**src/rtl/trig_burst_seq_pkg.sv**
```systemverilog
package trig_burst_seq_pkg;

   localparam int unsigned MIN_SYNC_STAGES = 2;
   localparam int unsigned MIN_ACTIVE      = 2;

   // bits needed to encode the wait state plus n_active active steps
   function automatic int unsigned state_bits(input int unsigned n_active);
      return $clog2(n_active + 1);
   endfunction

endpackage

```
**src/rtl/trig_burst_seq_sync.sv**
```systemverilog
module trig_burst_seq_sync #(
   parameter int unsigned           W       = 3,
   parameter int unsigned           STAGES  = 2,
   parameter logic [W-1:0]          RST_VAL = '0
) (
   input  logic         clk_i,
   input  logic         rst_ni,
   input  logic [W-1:0] din_i,
   output logic [W-1:0] dout_o
);
   localparam int unsigned CHAIN_W = W * STAGES;

   logic [CHAIN_W-1:0] chain_q;

   // every stage of the chain resets to the slow machine's reset code
   always_ff @(posedge clk_i or negedge rst_ni) begin
      if (!rst_ni) begin
         chain_q <= {STAGES{RST_VAL}};
      end else begin
         chain_q <= {chain_q[CHAIN_W-W-1:0], din_i};
      end
   end

   assign dout_o = chain_q[CHAIN_W-1 -: W];
endmodule

```
**src/rtl/trig_burst_seq_chgdet.sv**
```systemverilog
module trig_burst_seq_chgdet #(
   parameter int unsigned  W       = 3,
   parameter logic [W-1:0] RST_VAL = '0
) (
   input  logic         clk_i,
   input  logic         rst_ni,
   input  logic [W-1:0] code_i,
   output logic         chg_o
);
   logic [W-1:0] prev_q;

   always_ff @(posedge clk_i or negedge rst_ni) begin
      if (!rst_ni) prev_q <= RST_VAL;
      else         prev_q <= code_i;
   end

   assign chg_o = (prev_q != code_i);
endmodule

```
**src/rtl/trig_burst_seq_core.sv**
```systemverilog
module trig_burst_seq_core #(
   parameter int unsigned N_ACTIVE = 5,
   parameter int unsigned SW       = 3
) (
   input  logic          clk_i,
   input  logic          rst_ni,
   input  logic          chg_i,
   output logic [SW-1:0] state_o,
   output logic          pend_o,
   output logic          done_o
);
   localparam logic [SW-1:0] ST_WAIT = '0;
   localparam logic [SW-1:0] ST_LAST = SW'(N_ACTIVE);

   logic [SW-1:0] st_q;
   logic          pend_q;
   logic          done_q;

   always_ff @(posedge clk_i or negedge rst_ni) begin
      if (!rst_ni) begin
         st_q   <= ST_WAIT;
         pend_q <= 1'b0;
         done_q <= 1'b0;
      end else begin
         done_q <= (st_q == ST_LAST);
         if (st_q == ST_WAIT) begin
            // a fresh change and a queued one both start the same pass
            if (chg_i || pend_q) st_q <= SW'(1);
            pend_q <= 1'b0;
         end else begin
            if (chg_i) pend_q <= 1'b1;
            st_q <= (st_q == ST_LAST) ? ST_WAIT : st_q + SW'(1);
         end
      end
   end

   assign state_o = st_q;
   assign pend_o  = pend_q;
   assign done_o  = done_q;
endmodule

```
**src/rtl/trig_burst_seq.sv**
```systemverilog
module trig_burst_seq #(
   parameter int unsigned           CODE_W      = 3,
   parameter int unsigned           SYNC_STAGES = 2,
   parameter int unsigned           N_ACTIVE    = 5,
   parameter logic [CODE_W-1:0]     RESET_CODE  = '0,
   localparam int unsigned          SW          = trig_burst_seq_pkg::state_bits(N_ACTIVE)
) (
   input  logic              clk_i,
   input  logic              rst_ni,
   input  logic [CODE_W-1:0] slow_code_i,
   output logic [SW-1:0]     seq_state_o,
   output logic              busy_o,
   output logic              done_o
);
   // elaboration-time parameter checks
   if (SYNC_STAGES < trig_burst_seq_pkg::MIN_SYNC_STAGES) begin : g_bad_sync
      $error("trig_burst_seq: SYNC_STAGES must be at least 2");
   end
   if (N_ACTIVE < trig_burst_seq_pkg::MIN_ACTIVE) begin : g_bad_active
      $error("trig_burst_seq: N_ACTIVE must be at least 2");
   end
   if (CODE_W < 1) begin : g_bad_code
      $error("trig_burst_seq: CODE_W must be at least 1");
   end

   logic [CODE_W-1:0] code_sync;
   logic              chg;
   logic              pend;

   trig_burst_seq_sync #(
      .W       (CODE_W),
      .STAGES  (SYNC_STAGES),
      .RST_VAL (RESET_CODE)
   ) u_sync (
      .clk_i  (clk_i),
      .rst_ni (rst_ni),
      .din_i  (slow_code_i),
      .dout_o (code_sync)
   );

   trig_burst_seq_chgdet #(
      .W       (CODE_W),
      .RST_VAL (RESET_CODE)
   ) u_chgdet (
      .clk_i  (clk_i),
      .rst_ni (rst_ni),
      .code_i (code_sync),
      .chg_o  (chg)
   );

   trig_burst_seq_core #(
      .N_ACTIVE (N_ACTIVE),
      .SW       (SW)
   ) u_core (
      .clk_i   (clk_i),
      .rst_ni  (rst_ni),
      .chg_i   (chg),
      .state_o (seq_state_o),
      .pend_o  (pend),
      .done_o  (done_o)
   );

   assign busy_o = (seq_state_o != '0);
endmodule

```
**config.mk**
```make
export PLATFORM = sky130hd
export DESIGN_NAME = trig_burst_seq
export DESIGN_NICKNAME = d
export VERILOG_FILES = /design/src/rtl/trig_burst_seq_pkg.sv /design/src/rtl/trig_burst_seq_sync.sv /design/src/rtl/trig_burst_seq_chgdet.sv /design/src/rtl/trig_burst_seq_core.sv /design/src/rtl/trig_burst_seq.sv
export SDC_FILE = /design/constraint.sdc
export NUM_CORES = 1
export LEC_CHECK = 0
export ABC_AREA = 0
export BUFFER_PORTS_ARGS = -buffer_cell sky130_fd_sc_hd__buf_4
export CORE_AREA = 3 3 40 42
export DETAILED_ROUTE_END_ITERATION = 10
export DIE_AREA = 0 0 43 45
export PLACE_DENSITY = 0.51
export REMOVE_ABC_BUFFERS = 1
export SLEW_MARGIN = 10
export SYNTH_ARGS = -nofsm -noshare
export SYNTH_HDL_FRONTEND = slang
export SYNTH_SLANG_ARGS = --single-unit
```
**constraint.sdc**
```tcl
create_clock -name clk_i -period 1.19 [get_ports clk_i]
set_input_delay 0.238 -clock clk_i [delete_from_list [all_inputs] [get_ports clk_i]]
set_output_delay 0.238 -clock clk_i [all_outputs]
set_load 0.01 [all_outputs]
```
==> metrics.txt, run 1 <==
Final Max Tran Viols=0; failing checks=setup timing; reg2reg path depth=3; max_slew headroom=0.797; DRC=0; final WL=slightly above 800 microns; top cells by count, synth=14 x dfrtp_1, 3 x xnor2_1, 2 x a41oi_1, 2 x inv_1, 2 x nor3_1; Post-synth EDFFs=0; crit share post-route=1.11; ys async rst share=1.00; Startpoint Class=register; dpl hpwl=around 500 microns; first-pass GRT wire length=approximately 1.5 mm; top_reg_cell synth=dfrtp_1; GPL Wtd Cong=between 0.7 and 0.8; CP max-delay cell=dfrtp_1; Max FO, Critical Path=2; Peak supply drop=0.807 mV; Root Buffer=clkbuf_4; io pins=10; status=finished with violations; register area=350 sq um; final setup skew=between 0.002 and 0.0025 ns; Area growth syn-to-layout=47.9%; Fill cells=a little over 100; die width=~43 microns; antenna violations before repair=0; Buf/Inv on CP=2; clk buf depth=2; vias in the first global route=~310; biggest area consumer among synthesized cells=dfrtp_1; Hold Vio Cnt, Final=0; fin nets=56; H-Tree Depth=1; Netlist cell types=10; clk slew on worst S/H paths=approximately 0.07 ns; R2R Setup Slk=0.12 ns; Worst R2R Start=u_core.state_o[0]; hold_ws=0.0746 ns; Starting DRT DRC Count=0; Worst R2R End=u_core.state_o[1]; CTS Buf Count=3; CTS tree=done; Crit path required time=roughly 0.95 ns; register area share after synthesis=0.771; layout cells sized above 1=0.490; crit path DAT=1.09 ns; hold depth=1; Final setup viols=2; Slew @ Worst Pin=0.303 ns; Starting Density=0.353; RSZ-0062 raised after global routing=yes; Top Family by Delay on Critical Path=flip-flops; die height=between 40 and 50 microns; drt wl/cell=between 10 and 15 microns; post-layout min period=approximately 1.3 ns; DR vias/cell=4.61; post-route ant nets=0; area of the core=roughly 1300 sq um; Tot GR Track Use=0.112; Clock Sink Count=14; crit end category=output port; Seq cells post-synth=14; later-pin clock latency in the skew report=about 0.26 ns; ANT cells=0; synthesized area=~450 sq um; power per cell area=roughly 2500 nW/um^2; pre-CTS setup slack=0.133 ns; vias=between 200 and 300; Pwr Total=1680 uW; top cell type's share of synthesized area=0.771; min-delay src=slow_code_i[1]; most frequent cell after synthesis=dfrtp_1; Mean Syn Cell Area=16.2 sq um; LEAKAGE=roughly 0.00032 uW; Post-Syn Instances=28; pin count of the biggest net entering global routing=15; fmax=approximately 750 MHz; area of the multi-input gates=approximately 110 sq um; HP Class=primary input to register; crit path cell chain=nor3_2 > inv_1 > buf_6; Detailed Routing Iterations Pass 1=1; Slowest Stage Delay on Critical Path=0.40 ns; Final WS setup=-0.135 ns; Setup CP Type=register to output port; hold endpoint=u_sync.chain_q[1]; synth warn=0; placement row count=13; Synth area leaders=dfrtp_1 77%, xnor2_1 5.8%, a41oi_1 3.9%; GR Overflow Total=0; WP depth=3; Die ar.=between 1500 and 2000 sq um; I/O Buffers=9; max-cap violation count=0
==> metrics by stage <==
stage	std cells	util	area, sq um	TNS [ns]
final	64	0.523	672	-0.140
after global routing	64	0.523	672	-0.246
after CTS	65	0.529	679	-0.145
after detailed placement	55	0.438	563	0
after global placement	55	0.438	563	0
after floorplan	28	-	454	0
==> cells by family (layout without fill, tap and decap cells) <==
kind of cell	count (synthesis)	in the layout	synth area share
flops	14	14	0.771
simple gates	5	5	0.0606
xor+xnor	3	3	0.0579
compound gates	2	2	0.0386
buf+inv	2	23	0.0165
mux	2	2	0.0551
==> cells in the final DEF, fill, tap and decap left out, drive strengths merged <==
cell type    instances
nand2                1
inv                  2
nor2                 1
mux2                 1
xnor2                3
and3b                1
dlygate4sd3          1
dfrtp               14
buf                 17
clkbuf               3
nor3                 2
mux2i                1
a41oi                2
==> per-layer routing <==
metal  track usage  up-vias  share of wire
met5             0        -              0
met4        0.0542        0          0.022
met3        0.0398        2          0.072
met2         0.195       12           0.52
met1         0.122      144           0.39
li1              -      137              -
==> state kept, by name, indices dropped and copies added, names as in the netlist <==
register and cells:
u_core.state_o 3, u_sync.chain_q 6, u_chgdet.prev_q 3, u_core.pend_o 1, u_core.done_o 1
==> power by group <==
group	total (uW)	switching (uW)	internal, uW
combinational	808	301	507
sequential	629	59.6	569
clock	242	126	117
total	1680	486	1190
==> how the worst max path moves through the flow <==
stage | startpoint | to | slack [ns]
final | u_core.state_o[2] | busy_o | -0.13
after floorplan | u_core.state_o[0] | busy_o | 0.16
after detailed placement | u_core.state_o[0] | busy_o | 0.13
after global placement | u_core.state_o[1] | busy_o | 0.17
after global routing | u_core.state_o[2] | busy_o | -0.20
after CTS | u_core.state_o[2] | busy_o | -0.12
==> repair_timing <==
item                       in CTS  in global routing
setup endpoints to repair       4                  5
setup buffers                   6                  2
gates resized for setup         9                  2
hold endpoints to repair       14                  0
hold buffers                    1                  0
pin swaps                       1                  0
==> area by class of cell <==
| class | count | area share |
|---|---|---|
| sequential | 14 | 0.521 |
| timing repair buffer | 18 | 0.244 |
| multi-input combinational | 12 | 0.162 |
| clock buffer | 3 | 0.0335 |
| tap | 15 | 0.0279 |
| inverter | 2 | 0.0112 |
Note: power is estimated with default switching activity, not from simulation.
==> inputs of run 2 (changes only) <==
--- a/config.mk
+++ b/config.mk
@@ -10,6 +10,7 @@
 export CORE_AREA = 3 3 40 42
 export DETAILED_ROUTE_END_ITERATION = 10
 export DIE_AREA = 0 0 43 45
+export GPL_TIMING_DRIVEN = 0
 export PLACE_DENSITY = 0.51
 export REMOVE_ABC_BUFFERS = 1
 export SLEW_MARGIN = 10
==> metrics.txt, run 2 (synthesized netlist as in run 1, its figures left out) <==
Top Family by Delay on Critical Path=flip-flops; fmax=762 MHz (+0.94%); WL met1=296 microns (-6.6%); crit share post-route=1.10 (-0.0103); H-Tree Depth=1 (unchanged); status=finished with violations; R2R Setup Slk=0.10 ns (-0.02 ns); die height=45 microns (unchanged); dpl hpwl=470 microns (-8.2%); Tot GR Track Use=0.0878 (-0.0240); drt wl/cell=11.0 microns (-14%); layout cells sized above 1=0.500 (+0.0102); final setup skew=0.00370 ns (+0.00167 ns); max layer used=met4; power per cell area=2410 nW/um^2 (-3.7%); Detailed Routing Iterations Pass 1=1 (unchanged); post-route ant nets=0 (unchanged); first-pass GRT wire length=1.15 mm (-23%); Starting Density=0.353 (unchanged); Clock Sink Count=14 (unchanged); crit end category=output port; ANT cells=0 (unchanged); fin nets=53 (-5.4%); crit path cell chain=nor3_4 > inv_1 > buf_6; CTS Buf Count=3 (unchanged); vias=274 (-7.1%); hold depth=1 (unchanged); failing checks=setup timing; crit path DAT=1.07 ns (-0.02 ns); min-delay src=slow_code_i[0]; Worst R2R Start=u_core.state_o[0]; RSZ-0062 raised after global routing=yes; metal3 WL=54 microns (-8.5%); Buf/Inv on CP=2 (unchanged); LEAKAGE=0.000301 uW (-6.8%); Max FO, Critical Path=2 (unchanged); part of the power in registers=0.437 (+0.062); switching share of power=0.294 (+0.00395); hold endpoint=u_sync.chain_q[0]; clk buf depth=2 (unchanged); Worst R2R End=u_core.state_o[1]; Setup CP Type=register to output port; max-cap violation count=0 (unchanged); register area=354 sq um (+1.1%); io pins=10 (unchanged); Starting DRT DRC Count=0 (unchanged); post-layout min period=1.31 ns (-0.0123 ns); Startpoint Class=register; pin count of the biggest net entering global routing=15 (unchanged); CTS tree=done; Int Power=1080 uW (-9.2%); Area growth syn-to-layout=40.2%; area of the core=1280 sq um (unchanged); Pwr Total=1530 uW (-8.7%); I/O Buffers=9 (unchanged); clock power share=0.160 (+0.016); Hold Vio Cnt, Final=0 (unchanged); Slew @ Worst Pin=0.196 ns (-0.107 ns); antenna violations before repair=0 (unchanged); Peak supply drop=0.755 mV (-6.5%); Slowest Stage Delay on Critical Path=0.42 ns (+0.02 ns); reg2reg path depth=3 (unchanged); Crit path required time=0.95 ns (about the same); Final WS setup=-0.122 ns (+0.0123 ns); Reg with most FFs=u_sync.chain_q; placement row count=13 (unchanged); number of flip-flops in the largest register=6 (unchanged); vias in the first global route=268 (-15%); GR Overflow Total=0 (unchanged); later-pin clock latency in the skew report=0.27 ns (about the same); clk slew on worst S/H paths=0.07 ns (about the same); combinational fraction of design power=0.403 (-0.078); CP max-delay cell=dfrtp_2; Root Buffer=clkbuf_4; Final Max Tran Viols=0 (unchanged); DR WL met2=305 microns (-28%); Die ar.=1940 sq um (unchanged); DR vias/cell=4.49 (-2.6%); Psw=450 uW (-7.5%); Fill cells=117 (+14%); max_slew headroom=0.868 (+0.0718); die width=43 microns (unchanged); TNS Setup=-0.161 ns (-0.0212 ns); HP Class=primary input to register; Critical path origin=u_core.state_o[1]; GPL Wtd Cong=0.655 (-9.9%); DRC=0 (unchanged); Final setup viols=2 (unchanged); area of the multi-input gates=108 sq um (-1.1%); most frequent cells in the layout=11 x buf_4, 11 x dfrtp_1; final WL=673 microns (-18%)
-- run 2: changes by cell type in the layout (fill, tap and decap cells not counted), sizes merged --
cell  delta
buf      -3
-- run 2: metal layers --
metal | vias up | global-route usage
li1 | 130 | -
met1 | 130 | 0.101
met2 | 12 | 0.129
met3 | 2 | 0.0359
met4 | 0 | 0.0723
met5 | - | 0
-- run 2: timing repair --
item,4_1_cts,5_1_grt
hold buffers,1,0
pin swaps,1,0
resized for setup,8,0
endpoints found under the hold margin,14,0
gates cloned,0,0
endpoints found under the setup margin,1,3
buffers inserted,3,2
-- run 2: final cells by class --
| cell class | instances | share of cell area |
|---|---|---|
| flip-flops and latches | 14 | 0.556 |
| multi-input cells | 12 | 0.169 |
| well taps | 15 | 0.0295 |
| clock buffers | 3 | 0.0354 |
| inverters | 2 | 0.0118 |
| repair buffers | 15 | 0.198 |
-- run 2: worst max-delay path by stage --
stage                        end  slack, ns  cells after the start
final                     busy_o      -0.12                      3
after global routing      busy_o      -0.18                      3
after CTS                 busy_o      -0.13                      3
after detailed placement  busy_o     -0.005                      3
after global placement    busy_o       0.05                      3
after floorplan           busy_o       0.16                      2
-- run 2: per-stage QoR --
| step | utilization | worst slack, ns | cell area (sq um) | hold slack (ns) | instances |
|---|---|---|---|---|---|
| 6_report | 0.496 | -0.122 | 637 | 0.0705 | 61 |
| 5_1_grt | 0.496 | -0.179 | 637 | 0.0506 | 61 |
| 4_1_cts | 0.484 | -0.134 | 622 | 0.0611 | 59 |
| 3_5_place_dp | 0.421 | -0.00457 | 541 | 0.0918 | 52 |
| 3_3_place_gp | 0.421 | 0.0495 | 541 | 0.0866 | 52 |
| 2_1_floorplan | - | 0.157 | 454 | -0.0576 | 28 |
-- run 2: power groups by stage --
| stage | logic [uW] | registers (uW) | clock network, uW |
|---|---|---|---|
| 6_report | 618 | 669 | 245 |
| 5_1_grt | 662 | 680 | 289 |
| 4_1_cts | 571 | 669 | 258 |
| 3_5_place_dp | 369 | 687 | 0 |
| 3_3_place_gp | 358 | 676 | 0 |
| 2_1_floorplan | 162 | 695 | 0 |
==> inputs of run 3 (changes only) <==
--- a/config.mk
+++ b/config.mk
@@ -12,6 +12,7 @@
 export DIE_AREA = 0 0 43 45
 export GPL_TIMING_DRIVEN = 0
 export PLACE_DENSITY = 0.51
+export RECOVER_POWER = 100
 export REMOVE_ABC_BUFFERS = 1
 export SLEW_MARGIN = 10
 export SYNTH_ARGS = -nofsm -noshare
==> metrics.txt, run 3 (synthesized netlist as in run 1, its figures left out) <==
crit share post-route=1.10 (about the same); combinational fraction of design power=0.386 (-0.017); final WL=665 microns (-1.2%); Starting Density=0.353 (unchanged); fmax=762 MHz (about the same); post-layout min period=1.31 ns (-0.000575 ns); Slew @ Worst Pin=0.704 ns (+0.508 ns); ANT cells=0 (unchanged); most frequent cells in the layout=11 x dfrtp_1, 8 x clkbuf_4, 4 x buf_4; H-Tree Depth=1 (unchanged); io pins=10 (unchanged); Final Max Tran Viols=0 (unchanged); Clock Sink Count=14 (unchanged); Psw=444 uW (-1.3%); Worst R2R Start=u_core.state_o[0]; Int Power=1040 uW (-4.0%); switching share of power=0.299 (+0.00570); crit path DAT=1.07 ns (about the same); pin count of the biggest net entering global routing=15 (unchanged); failing checks=setup timing; DR vias/cell=4.48 (-0.36%); Final setup viols=4 (+2); dpl hpwl=470 microns (unchanged); Detailed Routing Iterations Pass 1=1 (unchanged); status=finished with violations; Max FO, Critical Path=2 (unchanged); pre-CTS setup slack=-0.00457 ns (unchanged); Reg with most FFs=u_sync.chain_q; max_slew headroom=0.531 (-0.338); die width=43 microns (unchanged); CTS tree=done; commonest non-fill, non-tap cell in the layout=dfrtp_1; placement row count=13 (unchanged); Crit path required time=0.95 ns (about the same); clock power share=0.165 (+0.005); part of the power in registers=0.448 (+0.011); Critical path origin=u_core.state_o[1]; Placed Area=541 sq um (unchanged); drt wl/cell=10.9 microns (-1.2%); DRC=0 (unchanged); post-route ant nets=0 (unchanged); Hold Vio Cnt, Final=0 (unchanged); Final WS setup=-0.122 ns (+0.000575 ns); power per cell area=2380 nW/um^2 (-0.89%); TNS Setup=-0.259 ns (-0.0979 ns); crit end category=output port; post-route cell area=622 sq um (-2.4%); HP Class=primary input to register; Die ar.=1940 sq um (unchanged); Area growth syn-to-layout=36.9%; GR Overflow Total=0 (unchanged); vias in the first global route=268 (unchanged); final setup skew=0.00344 ns (-0.000255 ns); Startpoint Class=register; min-delay src=slow_code_i[0]; clk buf depth=2 (unchanged); layout cells sized above 1=0.435 (-0.0652); Root Buffer=clkbuf_4; fin nets=53 (unchanged); I/O Buffers=9 (unchanged); Setup CP Type=register to output port; die height=45 microns (unchanged); max-cap violation count=0 (unchanged); antenna violations before repair=0 (unchanged); RSZ-0062 raised after global routing=yes; Tot GR Track Use=0.0878 (unchanged); clk slew on worst S/H paths=0.07 ns (about the same); vias=273 (-0.36%); Peak supply drop=0.744 mV (-1.5%); later-pin clock latency in the skew report=0.27 ns (about the same); LEAKAGE=0.000287 uW (-4.7%); first-pass GRT wire length=1.15 mm (unchanged); area of the core=1280 sq um (unchanged); number of flip-flops in the largest register=6 (unchanged); CTS Buf Count=3 (unchanged); GPL Wtd Cong=0.655 (unchanged); Starting DRT DRC Count=0 (unchanged)
-- run 3: metal layers --
metal  vias to the layer above  wire length [microns]  global-route usage
li1                        130                      -                   -
met1                       129                    291               0.101
met2                        12                    300               0.129
met3                         2                     56              0.0359
met4                         0                     17              0.0723
met5                         -                      0                   0
-- run 3: what timing repair did --
item,4_1_cts,5_1_grt
pin swaps,1,0
hold buffers,1,0
endpoints found under the hold margin,14,0
endpoints found under the setup margin,1,3
resized for setup,8,0
setup buffers,3,2
-- run 3: per-stage QoR --
| stage | utilization | total power, uW | hold slack (ns) | std cells |
|---|---|---|---|---|
| global route | 0.484 | 1580 | 0.0745 | 61 |
| CTS | 0.484 | 1500 | 0.0611 | 59 |
| finish | 0.484 | 1480 | 0.0922 | 61 |
| detailed placement | 0.421 | 1060 | 0.0918 | 52 |
| floorplan | - | 857 | -0.0576 | 28 |
| global placement | 0.421 | 1030 | 0.0866 | 52 |
-- run 3: final timing paths --
kind	to	slack (ns)	cells past startpoint
max in group asynchronous	u_core.state_o[0]	0.18	2
worst min register to register	u_sync.chain_q[5]	0.35	0
worst max-delay path	busy_o	-0.12	3
min in group asynchronous	u_core.pend_o	0.52	2
worst min-delay path	u_sync.chain_q[0]	0.09	1
worst max register to register	u_core.state_o[1]	0	3
-- run 3: power groups by stage --
stage | registers [uW] | logic, uW | clock network, uW
floorplan | 695 | 162 | 0
global placement | 676 | 358 | 0
detailed placement | 687 | 369 | 0
CTS | 669 | 571 | 258
global route | 675 | 619 | 289
finish | 665 | 573 | 245
-- run 3: cell type report --
cell class	instances	area (sq um)
inverters	2	7.51
fillers	121	663
clock buffers	3	22.5
repair buffers	15	111
flip-flops and latches	14	354
multi-input cells	12	108
well taps	15	18.8
-- run 3: worst max-delay path, stage by stage, from the launching register on --
cell	delay, ns
dfrtp_2	0.42
nor3_4	0.19
inv_1	0.07
buf_6	0.12
